`config.mk`:
```
export PLATFORM = sky130hd
export DESIGN_NAME = seg_lcd_seq
export DESIGN_NICKNAME = d
export VERILOG_FILES = /design/src/rtl/seg_lcd_seq.sv
export SDC_FILE = /design/constraint.sdc
export NUM_CORES = 1
export LEC_CHECK = 0
export CAP_MARGIN = 20
export CORE_MARGIN = 5
export CORE_UTILIZATION = 30
export CTS_CLUSTER_SIZE = 12
export DETAILED_ROUTE_END_ITERATION = 6
export SETUP_SLACK_MARGIN = 0.5
export SKIP_LAST_GASP = 1
export SLEW_MARGIN = 20
export SYNTH_ARGS = -nofsm -noshare
export SYNTH_HDL_FRONTEND = slang
export SYNTH_SLANG_ARGS = --single-unit
export TNS_END_PERCENT = 50
```
`constraint.sdc`:
```
create_clock -name clk -period 7.35 [get_ports clk]
set_input_delay 0.735 -clock clk [delete_from_list [all_inputs] [get_ports clk]]
set_output_delay 0.735 -clock clk [all_outputs]
set_load 0.02 [all_outputs]
```
`src/rtl/seg_lcd_seq.sv`:
```
module seg_lcd_seq #(
  parameter int NSEG = 8,
  parameter int DIVW = 16
) (
  input  logic               clk,
  input  logic               rst_n,
  input  logic               cfg_en,
  input  logic [DIVW-1:0]    cfg_subfr_div,
  input  logic [DIVW-1:0]    cfg_dead_len,
  input  logic [3:0]         cfg_com_num,
  input  logic               cfg_type_b,
  input  logic               wr_en,
  input  logic [1:0]         wr_bank,
  input  logic [4*NSEG-1:0]  wr_data,
  output logic               en_stat,
  output logic [15:0]        com_out,
  output logic [NSEG-1:0]    seg_out,
  output logic               frame_start,
  output logic [3:0]         com_idx
);
  localparam int NCOM = 16;
  localparam int BW   = 4 * NSEG;

  logic [1:0] en_s, st_s;
  logic       en_run;
  assign en_run  = en_s[1];
  assign en_stat = st_s[1];

  always_ff @(posedge clk or negedge rst_n) begin
    if (!rst_n) begin
      en_s <= '0;
      st_s <= '0;
    end else begin
      en_s <= {en_s[0], cfg_en};
      st_s <= {st_s[0], en_run};
    end
  end

  logic [BW-1:0] bank [4];

  always_ff @(posedge clk or negedge rst_n) begin
    if (!rst_n) begin
      for (int b = 0; b < 4; b++) bank[b] <= '0;
    end else if (wr_en) begin
      bank[wr_bank] <= wr_data;
    end
  end

  logic [DIVW-1:0] div_cnt, dead_cnt;
  logic [1:0]      q;
  logic [3:0]      com;
  logic            pass, started, dead;
  logic [3:0]      last_com;
  logic            tick, frame_end, active, phase;

  assign last_com  = (cfg_com_num == 4'hF) ? 4'hF : cfg_com_num + 4'd1;
  assign tick      = en_run && !dead && (div_cnt == cfg_subfr_div);
  assign frame_end = started && (q == 2'd3) && (com == last_com) && (!cfg_type_b || pass);

  always_ff @(posedge clk or negedge rst_n) begin
    if (!rst_n) begin
      div_cnt <= '0; dead_cnt <= '0; q <= '0; com <= '0;
      pass <= 1'b0; started <= 1'b0; dead <= 1'b0;
    end else if (!en_run) begin
      div_cnt <= '0; dead_cnt <= '0; q <= '0; com <= '0;
      pass <= 1'b0; started <= 1'b0; dead <= 1'b0;
    end else if (dead) begin
      if (dead_cnt == cfg_dead_len - DIVW'(1)) begin
        dead     <= 1'b0;
        dead_cnt <= '0;
      end else begin
        dead_cnt <= dead_cnt + DIVW'(1);
      end
    end else if (tick) begin
      div_cnt <= '0;
      if (!started) begin
        started <= 1'b1;
      end else if (frame_end) begin
        q    <= '0;
        com  <= '0;
        pass <= 1'b0;
        if (cfg_dead_len != '0) begin
          dead     <= 1'b1;
          dead_cnt <= '0;
        end
      end else if (q == 2'd3) begin
        q <= '0;
        if (com == last_com) begin
          com  <= '0;
          pass <= 1'b1;
        end else begin
          com <= com + 4'd1;
        end
      end else begin
        q <= q + 2'd1;
      end
    end else begin
      div_cnt <= div_cnt + DIVW'(1);
    end
  end

  assign active      = started && !dead;
  assign phase       = cfg_type_b ? ~pass : ~q[1];
  assign frame_start = active && (com == 4'd0) && (q == 2'd0) && !pass && (div_cnt == '0);
  assign com_idx     = com;

  logic [BW-1:0] sel;
  assign sel = bank[com[3:2]];

  for (genvar k = 0; k < NCOM; k++) begin : g_com
    assign com_out[k] = active && (4'(k) <= last_com) && ((com == 4'(k)) ? phase : ~phase);
  end

  for (genvar i = 0; i < NSEG; i++) begin : g_seg
    logic [3:0] nib;
    assign nib        = sel[4*i +: 4];
    assign seg_out[i] = active && (phase ^ nib[com[1:0]]);
  end


  div_bound_chk: assert property (@(posedge clk) disable iff (!rst_n)
    en_stat |-> (div_cnt <= cfg_subfr_div));


  com_range_chk: assert property (@(posedge clk) disable iff (!rst_n)
    en_stat |-> (com_idx <= last_com));


  dead_entry_chk: assert property (@(posedge clk) disable iff (!rst_n)
    $rose(dead) |-> ($past(q) == 2'd3 && $past(com) == last_com));


  fs_pulse_chk: assert property (@(posedge clk) disable iff (!rst_n)
    frame_start |=> !frame_start);


  idle_low_chk: assert property (@(posedge clk) disable iff (!rst_n)
    !en_run |=> (com_out == '0 && seg_out == '0 && !frame_start));
endmodule

```
# After elaboration in Yosys (flattened, before gate mapping)

Cells that the tools add are included.

Bitwise logic cells: 13
Add/subtract/negate cells: 6
Equality and inequality tests: 29
Reduce and logical (&&, ||, !) cells: 64
Magnitude comparators: 20
Multiplexer cells: 80

Operator list:

| kind                    | number |
|---|---|
| $mux W16                | 10 |
| $bwmux W128             | 1 |
| $mux W32                | 3 |
| $bmux W32 S2            | 1 |
| $demux W32 S2           | 1 |
| $logic_and A1 B1 Y1     | 51 |
| $mux W1                 | 42 |
| $eq A4 B4 Y1 const B    | 9 |
| $add A16 B1 Y16 const B | 2 |
| $eq A16 B16 Y1          | 2 |
| $le A4 B4 Y1 const A    | 8 |
| $mux W4                 | 8 |
| $ne A3 B1 Y1 const B    | 6 |
| $bmux W1 S2             | 8 |
| $eq A4 B3 Y1 const B    | 4 |
| $le A3 B4 Y1 const A    | 4 |
| $logic_not A16 Y1       | 1 |
| $reduce_bool A16 Y1     | 1 |
| $sub A16 B1 Y16 const B | 1 |
| $mux W2                 | 6 |
| $add A4 B1 Y4 const B   | 2 |
| $eq A4 B2 Y1 const B    | 2 |
| $le A1 B4 Y1 const A    | 2 |
| $le A2 B4 Y1 const A    | 2 |
| other kinds (20)        | 35 |

Output and inout bits: 30
Word-level logic and storage cells: 225
Flip-flop bits (word level): 173
Input bits: 75

# Longest topological paths before layout

Depth in word-level cells: 10
Mapped depth: 12

# Least setup slack after synthesis

No wires, ideal clock.

Path type: flip-flop to output port
Start: register com[2], in the netlist com_idx[2]
End: output com_out[7]
Data arrival time: 3,080 ps
Stages on the path, launching flop included: 8
Path slack: 3,535 ps
Data required time: 6,615 ps
Path through: dfrtp_1 -> buf_2 -> buf_1 -> clkbuf_1 -> nor2b_1 -> nand2_1 -> xnor2_1 -> a2111oi_0

Word-level cells in the longest chain between the ends: 3

RTL lines:

| item                     | RTL line | text |
|---|---|---|
| start: declaration       | 51       | `logic [3:0] com;` |
| start signal: assignment | 92       | `com <= com + 4'd1;` |
| $eq A4 B3 Y1             | 111      | `assign com_out[k] = active && (4'(k) <= last_com) && ((com == 4'(k)) ? phase : ~phase);` |
| $mux W1                  | 111      |  |
| $logic_and A1 B1 Y1      | 111      |  |
| end: declaration         | 16       | `output logic [15:0] com_out,` |

Every way passes these cells.

# Worst setup path in the final report

Start: register com[2], in the netlist com_idx[2]
End: output seg_out[0]

Word-level cells in the longest chain between the ends: 8

RTL lines:

| item                                         | RTL line | text |
|---|---|---|
| $not A2 Y3 (implied by the code)             | 108      | `assign sel = bank[com[3:2]];` |
| $bmux W32 S2                                 | 108      |  |
| $mux W32 (implied by the code) (2 in series) | 108      |  |
| $bmux W1 S2                                  | 117      | `assign seg_out[i] = active && (phase ^ nib[com[1:0]]);` |
| $mux W1 (implied by the code)                | 117      |  |
| $xor A1 B1 Y1                                | 117      |  |
| $logic_and A1 B1 Y1                          | 117      |  |
| end: declaration                             | 17       | `output logic [NSEG-1:0] seg_out,` |

Every way passes these cells. The select of a mux whose other input is x is not followed.

==> results.yml <==
place:
  port_buffers: 104
  numPlacedInstances: 1273
  dp_hpwl_microns: 14800
  gp_congestion: 0.816
clock_tree:
  clockBufferDepth: 2
  clk_pin_slew_ns: 0.07
  cts-root-buf: "clkbuf_16"
  holdBufCountCts: 0
  clk_latency_ns: 0.42
  htree_levels: 4
  ctsResizeCount: 0
  cts_setup_buffers: 0
  cts_made_buffers: 17
  clock_sinks: 173
  cts_tree: "built"
setup_path:
  path_max_fanout: 46
  reg2reg_slack_ns: 4.25
  critPathBufInv: 2
  cp_common_cell: "mux4_2"
  crit_path_end_kind: "primary output"
  cp.arrival_ns: 3.53
  cp-start-kind: "flop"
  cp_slowest_stage_delay_ns: 0.65
  timing.rr.start: "div_cnt[11]"
  rr_worst_depth: 7
  cp.required_ns: 6.61
  slowest_stage: "clkdlybuf4s50_1"
  path_depth: 6
  crit_chain: "buf_4, mux4_2, mux4_2, xnor2_1, nor2_1, clkdlybuf4s50_1"
  r2r-end: "dead_cnt[15]"
  crit_family: "buffers and inverters"
  worst-setup-path-type: "reg2out"
power:
  power_density_nw_per_um2: 210
  power_uw: 2420
  p_leak_uw: 0.00454
  vdd.ir_drop.worst_uv: 186
timing:
  tightestPinTransition_ns: 1.04
  finalSetupTns_ns: 0
  slew_headroom: 0.304
  finalCriticalPeriod_ns: 4.26
  hold_viol_final: 0
  slew_viol_final: 0
  rsz0062_at_grt: "false"
  clock.fmax_mhz: 235
  fin_skew_ns: 0.00816
  finalCritPeriodShare: 0.580
  finalSetupViolCount: 0
detailed_routing:
  drc: 0
  wl_per_cell_microns: 17.3
  ant_nets: 0
  dr_total_vias: 6596
  drt_pass1_iterations: 5
  drt-initial-drc-count: 482
  drt-total-wl_microns: 22500
  viasPerCell: 5.05
floorplan:
  rows: 65
  die_h_microns: 188
  die-area_sq_um: 35300
  num_io_pins: 105
  die_width_microns: 188
  core-area_sq_um: 31400
  start_util: 0.302
yosys:
  synth.distinct_cells: 62
  ys.flop_type: "dfrtp_1"
  synth.ff_latch_count: 173
  ys_seq_area_frac: 0.456
  syn_inst: 804
  synth_area_leaders: "dfrtp_1, mux2_2, mux4_2, xnor2_1, xor2_1"
  synth_edf_count: 0
  yosysTopAreaCell: "dfrtp_1"
  netlist_area_sq_um: 9490
  syn-mean-instance-area_sq_um: 11.8
  synth_top_area_frac: 0.456
  yosysWarnings: 0
  async_reset_ff_frac: 1.00
  syn_nets: 890
min_path:
  hp-class: "reg2reg"
  min_to: "st_s[1]"
  hold_depth: 0
  min_from: "st_s[0]"
layout:
  synthToLayoutAreaGrowth_pct: 21.4
  fin_cells: 1305
  fin_nets: 976
  drive_gt1_frac: 0.248
global_route:
  antenna_found_initial: 1
  grt.total_usage: 0.129
  grt_overflow: 0
  grt_pass1_wl_microns: 37000
  grt_max_degree: 111
  grt_pass1_vias: 6839
flow_run:
  drv_cap: 0
outcome:
  status: "completed"
## cells by family (layout without fill, tap and decap cells)
group           after synthesis  after routing  synth area share
xor+xnor                     74             74            0.0683
mux                         172            172             0.251
other cells                   0              1                 0
flops                       173            173             0.456
buf+inv                      66            164            0.0293
compound gates               92             92            0.0617
fa+ha+maj                    12             12            0.0156
simple gates                215            215             0.118
## through the flow
step	cell area [sq um]	setup slack (ns)	hold WS [ns]	utilization
after global routing	11500	2.84	0.358	0.367
after floorplan	9490	3.54	0.331	-
after detailed placement	10900	3.15	0.339	0.348
after CTS	11500	3.01	0.355	0.367
after global placement	10900	3.24	0.336	0.348
final	11500	3.09	0.351	0.367
## per-layer routing
layer	track usage	share of wire	up-vias
li1	-	-	3101
met5	0	0.00049	-
met4	0.0299	0.013	2
met2	0.203	0.47	144
met1	0.180	0.47	3327
met3	0.0322	0.045	22
## power by group
| part | switching, uW | leakage, uW | internal (uW) | total, uW |
|---|---|---|---|---|
| combinational | 129 | 0.00212 | 222 | 352 |
| sequential | 63.4 | 0.00213 | 1090 | 1150 |
| clock | 431 | 0.000287 | 487 | 917 |
| total | 623 | 0.00454 | 1800 | 2420 |
## cells in the mapped netlist, drive strengths merged (3+ instances only)
cell	instances
a21oi	5
and2	3
mux4	40
or3	6
nor4	14
nor4b	4
nand4	11
or2	3
a211o	3
inv	22
nand3	18
mux2	128
dfrtp	173
xnor2	42
nor2b	5
a211oi	7
a31oi	7
o21ai	45
nor2	40
a21boi	3
buf	18
nor3	10
o22ai	3
ha	11
clkbuf	26
nand2	63
mux2i	4
and3	18
nand2b	8
xor2	32
## registers in the layout, indices dropped and copies added, names as in the netlist
register,count
com_idx,4
dead_cnt,16
pass,1
st_s,2
q,2
div_cnt,16
started,1
en_s,2
bank,128
dead,1
## cell usage in the layout (no fill, tap or decap), types with 4 or more instances in the layout
cell	Yosys	layout
buf_4	2	7
a21oi_1	5	5
nor2b_1	5	5
a31oi_1	7	7
dfrtp_1	173	171
and3_1	18	18
nor4_1	13	13
or3_1	6	6
xnor2_1	42	42
inv_1	21	21
inv_8	0	4
nand4_1	10	10
clkdlybuf4s50_1	0	103
ha_1	11	11
nor2_1	40	40
a211oi_1	7	7
nand2b_1	8	8
xor2_1	32	32
mux4_2	40	40
nor3_1	9	9
mux2_2	128	128
nand2_1	63	63
nand3_1	18	17
o21ai_0	40	40
clkbuf_16	0	17
## worst max-delay path by stage
stage	endpoint	slack (ns)	start
finish	seg_out[0]	3.09	com_idx[2]
global route	seg_out[0]	2.84	com_idx[2]
CTS	seg_out[0]	3.01	com_idx[2]
detailed placement	dead_cnt[15]	3.15	cfg_com_num[0]
global placement	com_out[7]	3.24	cfg_type_b
floorplan	com_out[7]	3.54	com_idx[2]
## area by class of cell
cell class,instances,area [sq um]
timing repair buffer,111,1100
fill,3071,19900
multi-input combinational,565,4910
antenna,1,2.50
clock buffer,17,425
clock inverter,14,174
inverter,22,82.6
tap,402,503
sequential,173,4330
Power figures use the tool's default switching activity.
